`src/rtl/dac_wr_pkg.sv`:
```
package dac_wr_pkg;
  // Command from the sequencer to the datapath
  typedef struct packed {
    logic load;   // capture a new sample onto the bus this edge
  } dacWrCmd_t;
endpackage

```
`src/rtl/dac_wr_path.sv`:
```
module dac_wr_path
  import dac_wr_pkg::*;
#(
  parameter int DATA_W = 8
) (
  input  logic              clk,
  input  logic              rst_n,
  input  dacWrCmd_t         cmd,
  input  logic              offsetMode,
  input  logic [DATA_W-1:0] inData,
  output logic [DATA_W-1:0] dacD
);
  localparam logic [DATA_W-1:0] MID_CODE = {1'b1, {(DATA_W-1){1'b0}}};

  logic [DATA_W-1:0] codeNext;

  // Offset binary: flip the sign bit of the two's-complement sample
  always_comb begin
    codeNext = inData;
    if (offsetMode) codeNext[DATA_W-1] = ~inData[DATA_W-1];
  end

  always_ff @(posedge clk) begin
    if (!rst_n)        dacD <= offsetMode ? MID_CODE : '0;
    else if (cmd.load) dacD <= codeNext;
  end
endmodule

```
`src/rtl/dac_wr_ctrl.sv`:
```
module dac_wr_ctrl
  import dac_wr_pkg::*;
#(
  parameter int SETUP_CYC  = 2,
  parameter int STROBE_CYC = 3,
  parameter int SETTLE_CYC = 100
) (
  input  logic      clk,
  input  logic      rst_n,
  input  logic      inValid,
  output logic      inReady,
  output dacWrCmd_t cmd,
  output logic      ceN,
  output logic      csN,
  output logic      settled
);
  localparam int MAX_A = (SETUP_CYC > STROBE_CYC) ? SETUP_CYC : STROBE_CYC;
  localparam int MAX_C = (MAX_A > SETTLE_CYC) ? MAX_A : SETTLE_CYC;
  localparam int CNT_W = $clog2(MAX_C + 1);

  typedef enum logic [1:0] {ST_IDLE, ST_SETUP, ST_STROBE, ST_SETTLE} wrState_t;

  wrState_t   state;
  logic [CNT_W-1:0] cnt;

  always_comb cmd.load = (state == ST_IDLE) && inValid && inReady;

  always_ff @(posedge clk) begin
    if (!rst_n) begin
      state   <= ST_IDLE;
      cnt     <= '0;
      inReady <= 1'b1;
      ceN     <= 1'b1;
      csN     <= 1'b1;
      settled <= 1'b0;
    end else begin
      case (state)
        ST_IDLE: begin
          settled <= 1'b0;
          if (cmd.load) begin
            state   <= ST_SETUP;
            cnt     <= CNT_W'(SETUP_CYC - 1);
            inReady <= 1'b0;
          end
        end
        ST_SETUP: begin
          if (cnt == '0) begin
            state <= ST_STROBE;
            cnt   <= CNT_W'(STROBE_CYC - 1);
            ceN   <= 1'b0;
            csN   <= 1'b0;
          end else cnt <= cnt - 1'b1;
        end
        ST_STROBE: begin
          if (cnt == '0) begin
            state <= ST_SETTLE;
            cnt   <= CNT_W'(SETTLE_CYC - 1);
            ceN   <= 1'b1;
            csN   <= 1'b1;
          end else cnt <= cnt - 1'b1;
        end
        default: begin
          if (cnt == '0) begin
            state   <= ST_IDLE;
            inReady <= 1'b1;
            settled <= 1'b1;
          end else cnt <= cnt - 1'b1;
        end
      endcase
    end
  end
endmodule

```
`src/rtl/dac_latch_writer.sv`:
```
module dac_latch_writer
  import dac_wr_pkg::*;
#(
  parameter int DATA_W     = 8,
  parameter int SETUP_CYC  = 2,
  parameter int STROBE_CYC = 3,
  parameter int SETTLE_CYC = 100
) (
  input  logic              clk,
  input  logic              rst_n,
  input  logic [DATA_W-1:0] inData,
  input  logic              inValid,
  output logic              inReady,
  input  logic              offsetMode,
  output logic [DATA_W-1:0] dacD,
  output logic              ceN,
  output logic              csN,
  output logic              settled
);
  dacWrCmd_t cmd;

  dac_wr_ctrl #(
    .SETUP_CYC(SETUP_CYC), .STROBE_CYC(STROBE_CYC), .SETTLE_CYC(SETTLE_CYC)
  ) ctrl_i (
    .clk(clk), .rst_n(rst_n), .inValid(inValid), .inReady(inReady),
    .cmd(cmd), .ceN(ceN), .csN(csN), .settled(settled)
  );

  dac_wr_path #(.DATA_W(DATA_W)) path_i (
    .clk(clk), .rst_n(rst_n), .cmd(cmd), .offsetMode(offsetMode),
    .inData(inData), .dacD(dacD)
  );
endmodule

```
`config.mk`:
```
export PLATFORM = sky130hd
export DESIGN_NAME = dac_latch_writer
export DESIGN_NICKNAME = d
export VERILOG_FILES = /design/src/rtl/dac_wr_pkg.sv /design/src/rtl/dac_wr_path.sv /design/src/rtl/dac_wr_ctrl.sv /design/src/rtl/dac_latch_writer.sv
export SDC_FILE = /design/constraint.sdc
export NUM_CORES = 1
export LEC_CHECK = 0
export ABC_AREA = 1
export BUFFER_PORTS_ARGS = -buffer_cell sky130_fd_sc_hd__buf_2
export CELL_PAD_IN_SITES_DETAIL_PLACEMENT = 1
export CELL_PAD_IN_SITES_GLOBAL_PLACEMENT = 1
export CORE_MARGIN = 1
export CORE_UTILIZATION = 30
export DETAILED_ROUTE_END_ITERATION = 12
export PLACE_DENSITY_LB_ADDON = 0.08
export SLEW_MARGIN = 30
export SYNTH_ARGS = -nofsm -noshare
export SYNTH_HDL_FRONTEND = slang
export SYNTH_SLANG_ARGS = --single-unit
```
`constraint.sdc`:
```
create_clock -name clk -period 4 [get_ports clk]
set_clock_uncertainty 0.1 [all_clocks]
set_input_delay 0.8 -clock clk [delete_from_list [all_inputs] [get_ports clk]]
set_output_delay 0.8 -clock clk [all_outputs]
set_load 0.02 [all_outputs]
```
==> metrics.md, run 1 <==
| Metric | Value |
|---|---|
| Run status | finished clean |
| Number of warnings printed during yosys synthesis | 0 |
| RSZ-0062 raised after global routing | false |
| Class of the tightest hold or removal check | register to register |
| Pwr Total | 1.27 mW |
| Areal power density over the cells | ~900 nW/um^2 |
| Setup TNS after final layout | 0 ns |
| Reg-to-reg startpoint | ctrl_i.state[0]$_SDFFE_PN0P_ |
| Post-Syn Instances | 141 |
| Post-place instance area | 1320 um^2 |
| Peak supply drop | 0.303 mV |
| GRT Residual Overflow | 0 |
| Number of rows in the core area | 22 |
| R2r worst-path depth | 10 |
| Post-route met1 wirelength | 1120 um |
| Relative slew margins | 0.548 |
| Initial DRC count | 38 |
| Biggest cell delay along the critical path | 0.39 ns |
| Crit-path slowest cell | dfxtp_1 |
| Total of cells resized after clock tree synthesis | 0 |
| Post-route ant nets | 0 |
| Dominant synthesized flop cell | dfxtp_1 |
| Average wire per cell in the routed design | around 12 um |
| Vias per inst | 4.60 |
| Post-layout min period | 1.85 ns |
| Post-Route WL | 2570 um |
| Post-CTS setup buffer count | 0 |
| Worst hold margin | between 0.3 and 0.4 ns |
| Final core utilization | 0.380 |
| Worst setup slack after layout | 2.15 ns |
| Largest net degree at the start of global routing | 14 |
| Launch point of the worst hold path | ctrl_i.settled$_SDFFE_PN0P_ |
| Detailed route wirelength on metal2 | 1280 um |
| Number of slew-limit violations in the final report | 0 |
| Met3 layer wire length in the routed design | between 100 and 150 um |
| Number of flops mapped to enable cells by yosys | 8 |
| Class of the most critical setup path | register to register |
| Wire length of the first global-routing pass | 4590 um |
| TritonCTS clock tree | done |
| Effective utilization at floorplan | 0.314 |
| Crit. End Element | register |
| Number of hold buffers added after CTS | 0 |
| Die height | 63.9 um |
| # clock sinks | 20 |
| Most common library cell in the layout ignoring fill and taps | nand2_1 |
| Mean Syn Cell Area | 8.16 um^2 |
| Number of design rule violations left after detail routing | 0 |
| Hold Path Depth | 2 |
| Commonest cells after routing, fill and taps aside | nand2_1 (33), inv_1 (24), buf_2 (23) |
| Uppermost routed layer | met4 |
| Final critical-path share of the clock period | 0.462 |
| Most repeated library cell on the critical path | nand2_1 |
| Post-Place Worst Slack | 1.99 ns |
| Deepest level of the CTS H-tree | 1 |
| Fraction of registers with async set or reset after synthesis | 0 |
| Sequence of cells on the critical path | inv_1, ha_1, nor2_1, nand4_4, nand2_4, inv_4, nand2_1, nand2_1, nand2_1, nor2_2 |
| Worst-path fanout max | 7 |
| Area of all placed cells without fillers | between 1000 and 1500 um^2 |
| Slew @ Worst Pin | 0.675 ns |
| Setup-violating endpoint count in the final report | 0 |
| Post-Place Cells | between 200 and 250 |
| Destination of the worst register-to-register timing path | ctrl_i.cnt[3]$_SDFFE_PN0P_ |
| Global routing usage summed across all routing layers | 0.148 |
| Total nets after synthesis | 159 |
| Num ports | 24 |
| Pre-Repair DR Iteration Count | 4 |
| Die Wd | 63.9 um |
| Root Driver | clkbuf_8 |
| Antenna violations before repair | 0 |
| Placer congestion estimate | 0.732 |
| Number of register bits inferred by synthesis | 20 |
| Final instance count without filler cells | 214 |
| Number of hold violations in the final report | 0 |
| Final HPWL from detailed placement | around 2000 um |
| Distinct cell type count of the synthesized netlist | 29 |
| TritonCTS buffer count | 3 |
| Clock latency reported for the late side of the worst-skew pair | 0.26 ns |
| Sequential cell area fraction in the yosys report | 0.417 |
| Count of port buffers added during placement | 23 |
| Sort of element at the start of the critical path | register |
| Layout cells sized above 1 | 0.265 |
| Routed via count | 985 |
| Core box area | 3660 um^2 |
| Via count of the first global-routing pass | 1,038 |
| Static power due to leakage | 0.681 nW |
| Number of nets at the end of the flow | 185 |
| Antenna diode count | 0 |
| Data arrival time of the worst path | 1.90 ns |
| Post-synthesis instance area | 1150 um^2 |
| Number of max-capacitance violations reported | 0 |
| Upper clock frequency limit | between 0.5 and 0.6 GHz |
| Max clock buf depth | 2 |
| Worst R2R Setup Slack | about 2.2 ns |
| DIE AREA | 4090 um^2 |
| Synthesis-to-finish area growth | 20.9% |
| Reg clk slew, reported paths | approximately 0.080 ns |
| Crit path required time | roughly 4 ns |
| Worst Hold Path EP | ctrl_i.settled$_SDFFE_PN0P_ |
## cells by family after synthesis
| family | count (synthesis) | synth area share |
|---|---|---|
| and+or+nand+nor | 68 | 0.314 |
| buffers and inverters | 28 | 0.0967 |
| AOI/OAI and AO/OA | 18 | 0.0989 |
| DFF | 20 | 0.417 |
| xor gates and xnor gates | 1 | 0.00761 |
| adders and majority gates | 6 | 0.0652 |
## state kept, by name, indices dropped and copies added, names as in the netlist
register,flops
path_i.dacD,8
ctrl_i.cnt,7
ctrl_i.state,2
ctrl_i.ceN,1
ctrl_i.inReady,1
ctrl_i.settled,1
## synthesized netlist by cell type (2+ instances only)
master / n / area [um^2]
o21ai_0: 2 / 10.0
nor2_4: 3 / 33.8
nand4_1: 4 / 25.0
a21oi_1: 8 / 40.0
nand3_1: 13 / 65.1
ha_1: 6 / 75.1
inv_1: 24 / 90.1
nand2_1: 33 / 124
nand2_4: 2 / 22.5
nor2_1: 6 / 22.5
nor2_2: 2 / 12.5
o21ai_1: 3 / 15.0
dfxtp_1: 12 / 240
edfxtp_1: 8 / 240
## cell type report
| type | count | area (um^2) |
|---|---|---|
| multi-input cells | 93 | 564 |
| flip-flops and latches | 20 | 480 |
| clock inverters | 1 | 30.0 |
| clock buffers | 3 | 41.3 |
| repair buffers | 23 | 115 |
| well taps | 48 | 60.1 |
| inverters | 26 | 100 |
| fillers | 457 | 2270 |
## power breakdown
part           internal [mW]  total (mW)  switching (mW)
Combinational          0.252       0.722           0.470
Clock                  0.134       0.201          0.0679
Sequential             0.282       0.344          0.0618
## worst max-delay path by stage
| stage | start | endpoint | slack [ns] | cells after the start |
|---|---|---|---|---|
| after detailed placement | inValid | path_i.dacD[7]$_DFFE_PP_ | 1.99 | 3 |
| after floorplan | inValid | path_i.dacD[0]$_SDFFCE_PN0P_ | 2.00 | 2 |
| after global routing | ctrl_i.state[0]$_SDFFE_PN0P_ | ctrl_i.cnt[3]$_SDFFE_PN0P_ | 2.00 | 10 |
| after CTS | ctrl_i.state[0]$_SDFFE_PN0P_ | ctrl_i.cnt[3]$_SDFFE_PN0P_ | 2.11 | 10 |
| final | ctrl_i.state[0]$_SDFFE_PN0P_ | ctrl_i.cnt[3]$_SDFFE_PN0P_ | 2.15 | 10 |
| after global placement | inValid | path_i.dacD[7]$_DFFE_PP_ | 1.71 | 3 |
## critical path: cells and delay by family (launching register included)
kind | cells | cell delay, ns
AND/OR/NAND/NOR | 7 | 0.73
buffers and inverters | 2 | 0.15
adder cells (fa/ha/maj) | 1 | 0.37
flip-flops | 1 | 0.39
## routing by layer
metal  vias to the layer above  GRT usage
met5                         -          0
met4                         0     0.0767
met3                         5     0.0196
met2                        23      0.265
met1                       454      0.169
li1                        503          -
Note: power is estimated with default switching activity, not from simulation.
==> run 2: changes to the inputs <==
- clock period: 4 -> 1.6 ns (I/O delays scaled with it)
==> run 2 against run 1 <==
Compared with the run above:
- combinational power grew to 3.4 times the previous value
- clock power grew to 2.6 times the previous value
- count of clock-buffer cells in the layout is the same
- via count grew 5.4%
- design area grew 17%
- flip-flop and latch count is the same
- maximum frequency grew 20%
- register-to-register slack lost 2.1 ns
- critical path depth shrank 1
- setup slack lost 2.1 ns
==> metrics.md, run 2 (synthesized netlist as in run 1, its figures left out) <==
| Metric | Value |
|---|---|
| Fraction of power consumed by combinational cells | 0.640 |
| Number of design rule violations left after detail routing | 0 |
| RSZ-0062 raised after global routing | true |
| Post-Route WL | between 2000 and 3000 um |
| Wire length of the first global-routing pass | 4850 um |
| Run status | finished clean |
| Number of hold buffers added after CTS | 0 |
| Final HPWL from detailed placement | between 2000 and 2500 um |
| Post-route ant nets | 0 |
| Final core utilization | 0.445 |
| Number of rows in the core area | 22 |
| Num ports | 24 |
| Fill cell total of the finished layout | 454 |
| Via count of the first global-routing pass | 1,083 |
| DIE AREA | 4090 um^2 |
| Class of the most critical setup path | register to register |
| Deepest level of the CTS H-tree | 1 |
| Upper clock frequency limit | 0.650 GHz |
| TritonCTS buffer count | 3 |
| Worst hold margin | between 0.2 and 0.25 ns |
| Met3 Usage GRT | 0.0179 |
| GRT Residual Overflow | 0 |
| Final critical-path share of the clock period | 0.962 |
| Global routing usage summed across all routing layers | 0.156 |
| Number of nets at the end of the flow | slightly above 200 |
| Areal power density over the cells | 2390 nW/um^2 |
| Number of max-capacitance violations reported | 0 |
| Cell internal power dissipation | 2.11 mW |
| Class of the tightest hold or removal check | input port to register |
| Biggest cell delay along the critical path | 0.33 ns |
| Synthesis-to-finish area growth | 41.4% |
| Commonest cells after routing, fill and taps aside | nand2_1 (32), buf_2 (23), inv_1 (18) |
| Reg clk slew, reported paths | 0.08 ns |
| Placer congestion estimate | 0.766 |
| Static power due to leakage | around 0.78 nW |
| Setup-violating endpoint count in the final report | 0 |
| # clock sinks | 20 |
| Final instance count without filler cells | 231 |
| Sequential standard cell area | 487 um^2 |
| Effective utilization at floorplan | 0.314 |
| Peak supply drop | 1.01 mV |
| Post-Place Cells | 222 |
| Die Wd | 63.9 um |
| Switching fraction of total power | 0.458 |
| Setup TNS after final layout | 0 ns |
| Vias per inst | 4.49 |
| Data arrival time of the worst path | around 1.6 ns |
| Sort of element at the start of the critical path | register |
| Net switching power | 1.78 mW |
| Die height | 63.9 um |
| Crit. End Element | register |
| Busiest layer in global routing | met2 |
| Most repeated library cell on the critical path | inv_2 |
| Relative slew margins | 0.794 |
| Antenna diode count | 0 |
| Number of hold violations in the final report | 0 |
| Largest register FFs | 8 |
| Antenna violations before repair | 0 |
| Post-layout min period | about 1.5 ns |
| Root Driver | clkbuf_8 |
| Max clock buf depth | 2 |
| Largest net degree at the start of global routing | 13 |
| TritonCTS clock tree | done |
| Pre-Repair DR Iteration Count | 2 |
| Count of port buffers added during placement | 23 |
| Clock share of power | 0.136 |
| Average wire per cell in the routed design | 12.7 um |
| Regs by FF count | path_i.dacD (8), ctrl_i.cnt (7), ctrl_i.state (2) |
| Number of slew-limit violations in the final report | 0 |
| Crit-path slowest cell | dfxtp_2 |
| Most common library cell in the layout ignoring fill and taps | nand2_1 |
| Sequence of cells on the critical path | inv_2, ha_4, inv_2, nor2_4, nand4_1, buf_4, nand3_2, nand3_1, a21oi_1 |
| Layout cells sized above 1 | 0.421 |
| Biggest register | path_i.dacD |
| Bufs and invs on worst path | 3 |
| Sequential cell fraction of total power | 0.225 |
| Routed via count | 1,038 |
| Area used by multi-input combinational logic | 642 um^2 |
| Met2 track utilization from global routing | 0.265 |
| Clock latency reported for the late side of the worst-skew pair | 0.27 ns |
| Crit-path leading delay family | simple AND/OR/NAND/NOR gates |
| Initial DRC count | 10 |
| Slew @ Worst Pin | 0.306 ns |
| Met1 demand-to-capacity share in global routing | 0.194 |
| Worst-path fanout max | 3 |
| Core box area | 3660 um^2 |
| Crit path required time | 1.70 ns |
## run 2: cell count changes in the layout (fill, tap and decap cells not counted), moves of 2 or more
cell | previous run | this run
buf_12 | 0 | 2
ha_1 | 6 | 3
dfxtp_2 | 0 | 2
dfxtp_1 | 12 | 9
inv_2 | 1 | 7
ha_4 | 0 | 2
inv_1 | 24 | 18
buf_4 | 0 | 15
## run 2: layout make-up
type | instances | share of cell area
timing repair buffer | 40 | 0.164
inverter | 26 | 0.0615
clock buffer | 3 | 0.0254
clock inverter | 1 | 0.0184
multi-input combinational | 93 | 0.394
sequential | 20 | 0.299
tap | 48 | 0.0369
## run 2: metal layers
layer  wire length [um]  vias to the layer above
li1                   -                      537
met1               1340                      475
met2               1440                       21
met3                103                        5
met4                 49                        0
met5                  0                        -
## run 2: metrics by stage
stage / power, mW / worst slack [ns] / instance area, um^2
3_3_place_gp: 2.96 / 0.00634 / 1450
6_report: 3.89 / 0.0604 / 1630
2_1_floorplan: 2.36 / 0.0575 / 1180
4_1_cts: 3.55 / 0.000362 / 1530
3_5_place_dp: 2.99 / -0.0336 / 1450
5_1_grt: 4.18 / -0.0149 / 1630
## run 2: repair_timing
| action | 4_1_cts | 5_1_grt |
|---|---|---|
| buffers inserted | 0 | 5 |
| pin swaps | 1 | 13 |
| resized for setup | 2 | 20 |
| setup endpoints to repair | 5 | 11 |
## run 2: power groups by stage
stage / Sequential, mW / Clock, mW / Combinational [mW]
after floorplan: 0.927 / 0 / 1.43
after global placement: 0.863 / 0 / 2.09
after detailed placement: 0.864 / 0 / 2.13
after CTS: 0.859 / 0.529 / 2.16
after global routing: 0.892 / 0.552 / 2.74
final: 0.873 / 0.527 / 2.49
## run 2: final timing paths
kind                                                   from                      endpoint  slack [ns]  cells after the start
worst max-delay path             ctrl_i.cnt[1]$_SDFFE_PN0P_    ctrl_i.cnt[6]$_SDFFE_PN0P_        0.06                      9
worst min-delay path                              inData[0]  path_i.dacD[0]$_SDFFCE_PN0P_        0.21                      3
worst max register to register   ctrl_i.cnt[1]$_SDFFE_PN0P_    ctrl_i.cnt[6]$_SDFFE_PN0P_        0.06                      9
worst min register to register  ctrl_i.settled$_SDFFE_PN0P_   ctrl_i.settled$_SDFFE_PN0P_        0.38                      2
## run 2: worst min-delay path, stage by stage
cell and delay [ns]:
buf_2 0.08, nand2_1 0.04, inv_1 0.04
==> run 3: changes to the inputs <==
- CORE_UTILIZATION: 30 -> 35
- CTS_CLUSTER_SIZE: not set -> 20
- REMOVE_ABC_BUFFERS: not set -> 1
==> run 3 against run 2 <==
Compared with the run above:
- setup slack got worse by 0.054 ns
- sequential share of layout area is 2.0 points higher
- global-route usage increased by 2.4 points
- register-to-register slack lost 0.05 ns
- combinational power decreased by 4%
- flip-flop and latch count stayed put
- worst hold slack lost 0.036 ns
- count of clock-buffer cells in the layout stayed put
- clock power shrank 54%
==> metrics.md, run 3 (synthesized netlist as in run 1, its figures left out) <==
| Metric | Value |
|---|---|
| Run status | finished clean |
| DIE AREA | 3520 um^2 |
| Sort of element at the start of the critical path | register |
| Effective utilization at floorplan | 0.374 |
| Regs by FF count | path_i.dacD (8), ctrl_i.cnt (7), ctrl_i.state (2) |
| Post-Place Cells | roughly 220 |
| Number of design rule violations left after detail routing | 0 |
| Biggest cell delay along the critical path | 0.34 ns |
| Crit. End Element | register |
| RSZ-0062 raised after global routing | true |
| Number of nets at the end of the flow | between 200 and 250 |
| Largest net degree at the start of global routing | 14 |
| Most repeated library cell on the critical path | nand2_1 |
| Average wire per cell in the routed design | ~13 um |
| Final HPWL from detailed placement | 2200 um |
| Sequential standard cell area | 485 um^2 |
| Antenna diode count | 0 |
| Biggest register | path_i.dacD |
| Initial DRC count | 25 |
| Count of port buffers added during placement | 23 |
| Most common library cell in the layout ignoring fill and taps | nand2_1 |
| Via count of the first global-routing pass | 1,047 |
| Class of the tightest hold or removal check | input port to register |
| Layout cells sized above 1 | 0.402 |
| Antenna violations before repair | 0 |
| Core box area | 3080 um^2 |
| Fill cell total of the finished layout | around 400 |
| Sequence of cells on the critical path | inv_2, ha_4, inv_2, nor2_4, nand4_1, nand2_1, o21ai_1, nand2_1, nand2_1, nor2_1 |
| Class of the most critical setup path | register to register |
| Slew @ Worst Pin | 0.293 ns |
| GRT Residual Overflow | 0 |
| Number of max-capacitance violations reported | 0 |
| Data arrival time of the worst path | 1.73 ns |
| Number of slew-limit violations in the final report | 0 |
| Post-Route WL | 2930 um |
| Post-layout min period | ~1.6 ns |
| Vias per inst | 4.69 |
| Root Driver | clkbuf_4 |
| TritonCTS clock tree | done |
| Setup-violating endpoint count in the final report | 0 |
| Clock latency reported for the late side of the worst-skew pair | 0.29 ns |
| Area used by multi-input combinational logic | a little over 600 um^2 |
| Upper clock frequency limit | 0.627 GHz |
| Largest register FFs | 8 |
| # clock sinks | 20 |
| Relative slew margins | 0.803 |
| Peak supply drop | 0.977 mV |
| Placer congestion estimate | 0.854 |
| Final critical-path share of the clock period | 0.996 |
| Global routing usage summed across all routing layers | 0.180 |
| Deepest level of the CTS H-tree | 1 |
| Reg clk slew, reported paths | around 0.11 ns |
| TritonCTS buffer count | 3 |
| Crit-path slowest cell | dfxtp_2 |
| Max clock buf depth | 2 |
| Num ports | 24 |
| Post-route ant nets | 0 |
| Crit-path leading delay family | simple AND/OR/NAND/NOR gates |
| Commonest cells after routing, fill and taps aside | nand2_1 (33), buf_2 (23), inv_1 (19) |
| Worst R2R Setup Slack | 0.006 ns |
| Bufs and invs on worst path | 2 |
| Worst-path fanout max | 3 |
| Number of rows in the core area | 20 |
| Die Wd | 59.4 um |
| Setup TNS after final layout | 0 ns |
| Static power due to leakage | 0.740 nW |
| Final instance count without filler cells | between 200 and 250 |
| Wire length of the first global-routing pass | about 4700 um |
| Crit path required time | 1.74 ns |
| Die height | 59.4 um |
| Synthesis-to-finish area growth | 32.4% |
| Pre-Repair DR Iteration Count | 4 |
| Routed via count | between 1k and 1.5k |
| Areal power density over the cells | 2280 nW/um^2 |
| Number of hold violations in the final report | 0 |
-- run 3: worst reg2reg max path: stages (launching register included) --
cell and delay [ns]:
dfxtp_2 0.34, inv_2 0.08, ha_4 0.13, inv_2 0.03, nor2_4 0.17, nand4_1 0.21, nand2_1 0.13, o21ai_1 0.09
nand2_1 0.09, nand2_1 0.06, nor2_1 0.09
-- run 3: what timing repair did --
item	in CTS	in global routing
hold buffers	0	0
pin swaps	2	8
buffers inserted	0	6
resized for setup	7	12
setup endpoints to repair	9	11
-- run 3: path summary, 6_finish.rpt --
kind | startpoint | end | depth (start not counted)
min | inData[2] | path_i.dacD[2]$_SDFFCE_PN0P_ | 3
max reg2reg | ctrl_i.cnt[1]$_SDFFE_PN0P_ | ctrl_i.cnt[1]$_SDFFE_PN0P_ | 10
min reg2reg | ctrl_i.settled$_SDFFE_PN0P_ | ctrl_i.settled$_SDFFE_PN0P_ | 2
max | ctrl_i.cnt[1]$_SDFFE_PN0P_ | ctrl_i.cnt[1]$_SDFFE_PN0P_ | 10
-- run 3: final cells by class --
cell class	instances	share of cell area
Sequential cell	20	0.319
Clock inverter	1	0.00246
Inverter	26	0.0657
Tap cell	44	0.0361
Clock buffer	3	0.0148
Multi-Input combinational cell	93	0.398
Timing Repair Buffer	41	0.164
-- run 3: stage by stage --
step	power (mW)	setup slack [ns]	utilization	instance area [um^2]	hold WS, ns
CTS	3.27	0.00854	0.472	1450	0.158
global route	3.79	-0.0974	0.495	1520	0.170
floorplan	2.28	-0.259	-	1140	0.304
global placement	2.86	-0.00102	0.455	1400	0.363
finish	3.48	0.00605	0.495	1520	0.176
detailed placement	2.93	-0.105	0.455	1400	0.375
-- run 3: layer usage --
metal,GRT usage,part of all wire
met3,0.0328,0.034
met4,0.0782,0.012
met2,0.316,0.52
met1,0.213,0.43
met5,0,0
-- run 3: where the power goes --
group / switching, mW / internal [mW]
clock: 0.155 / 0.0907
sequential: 0.146 / 0.711
combinational: 1.39 / 0.983
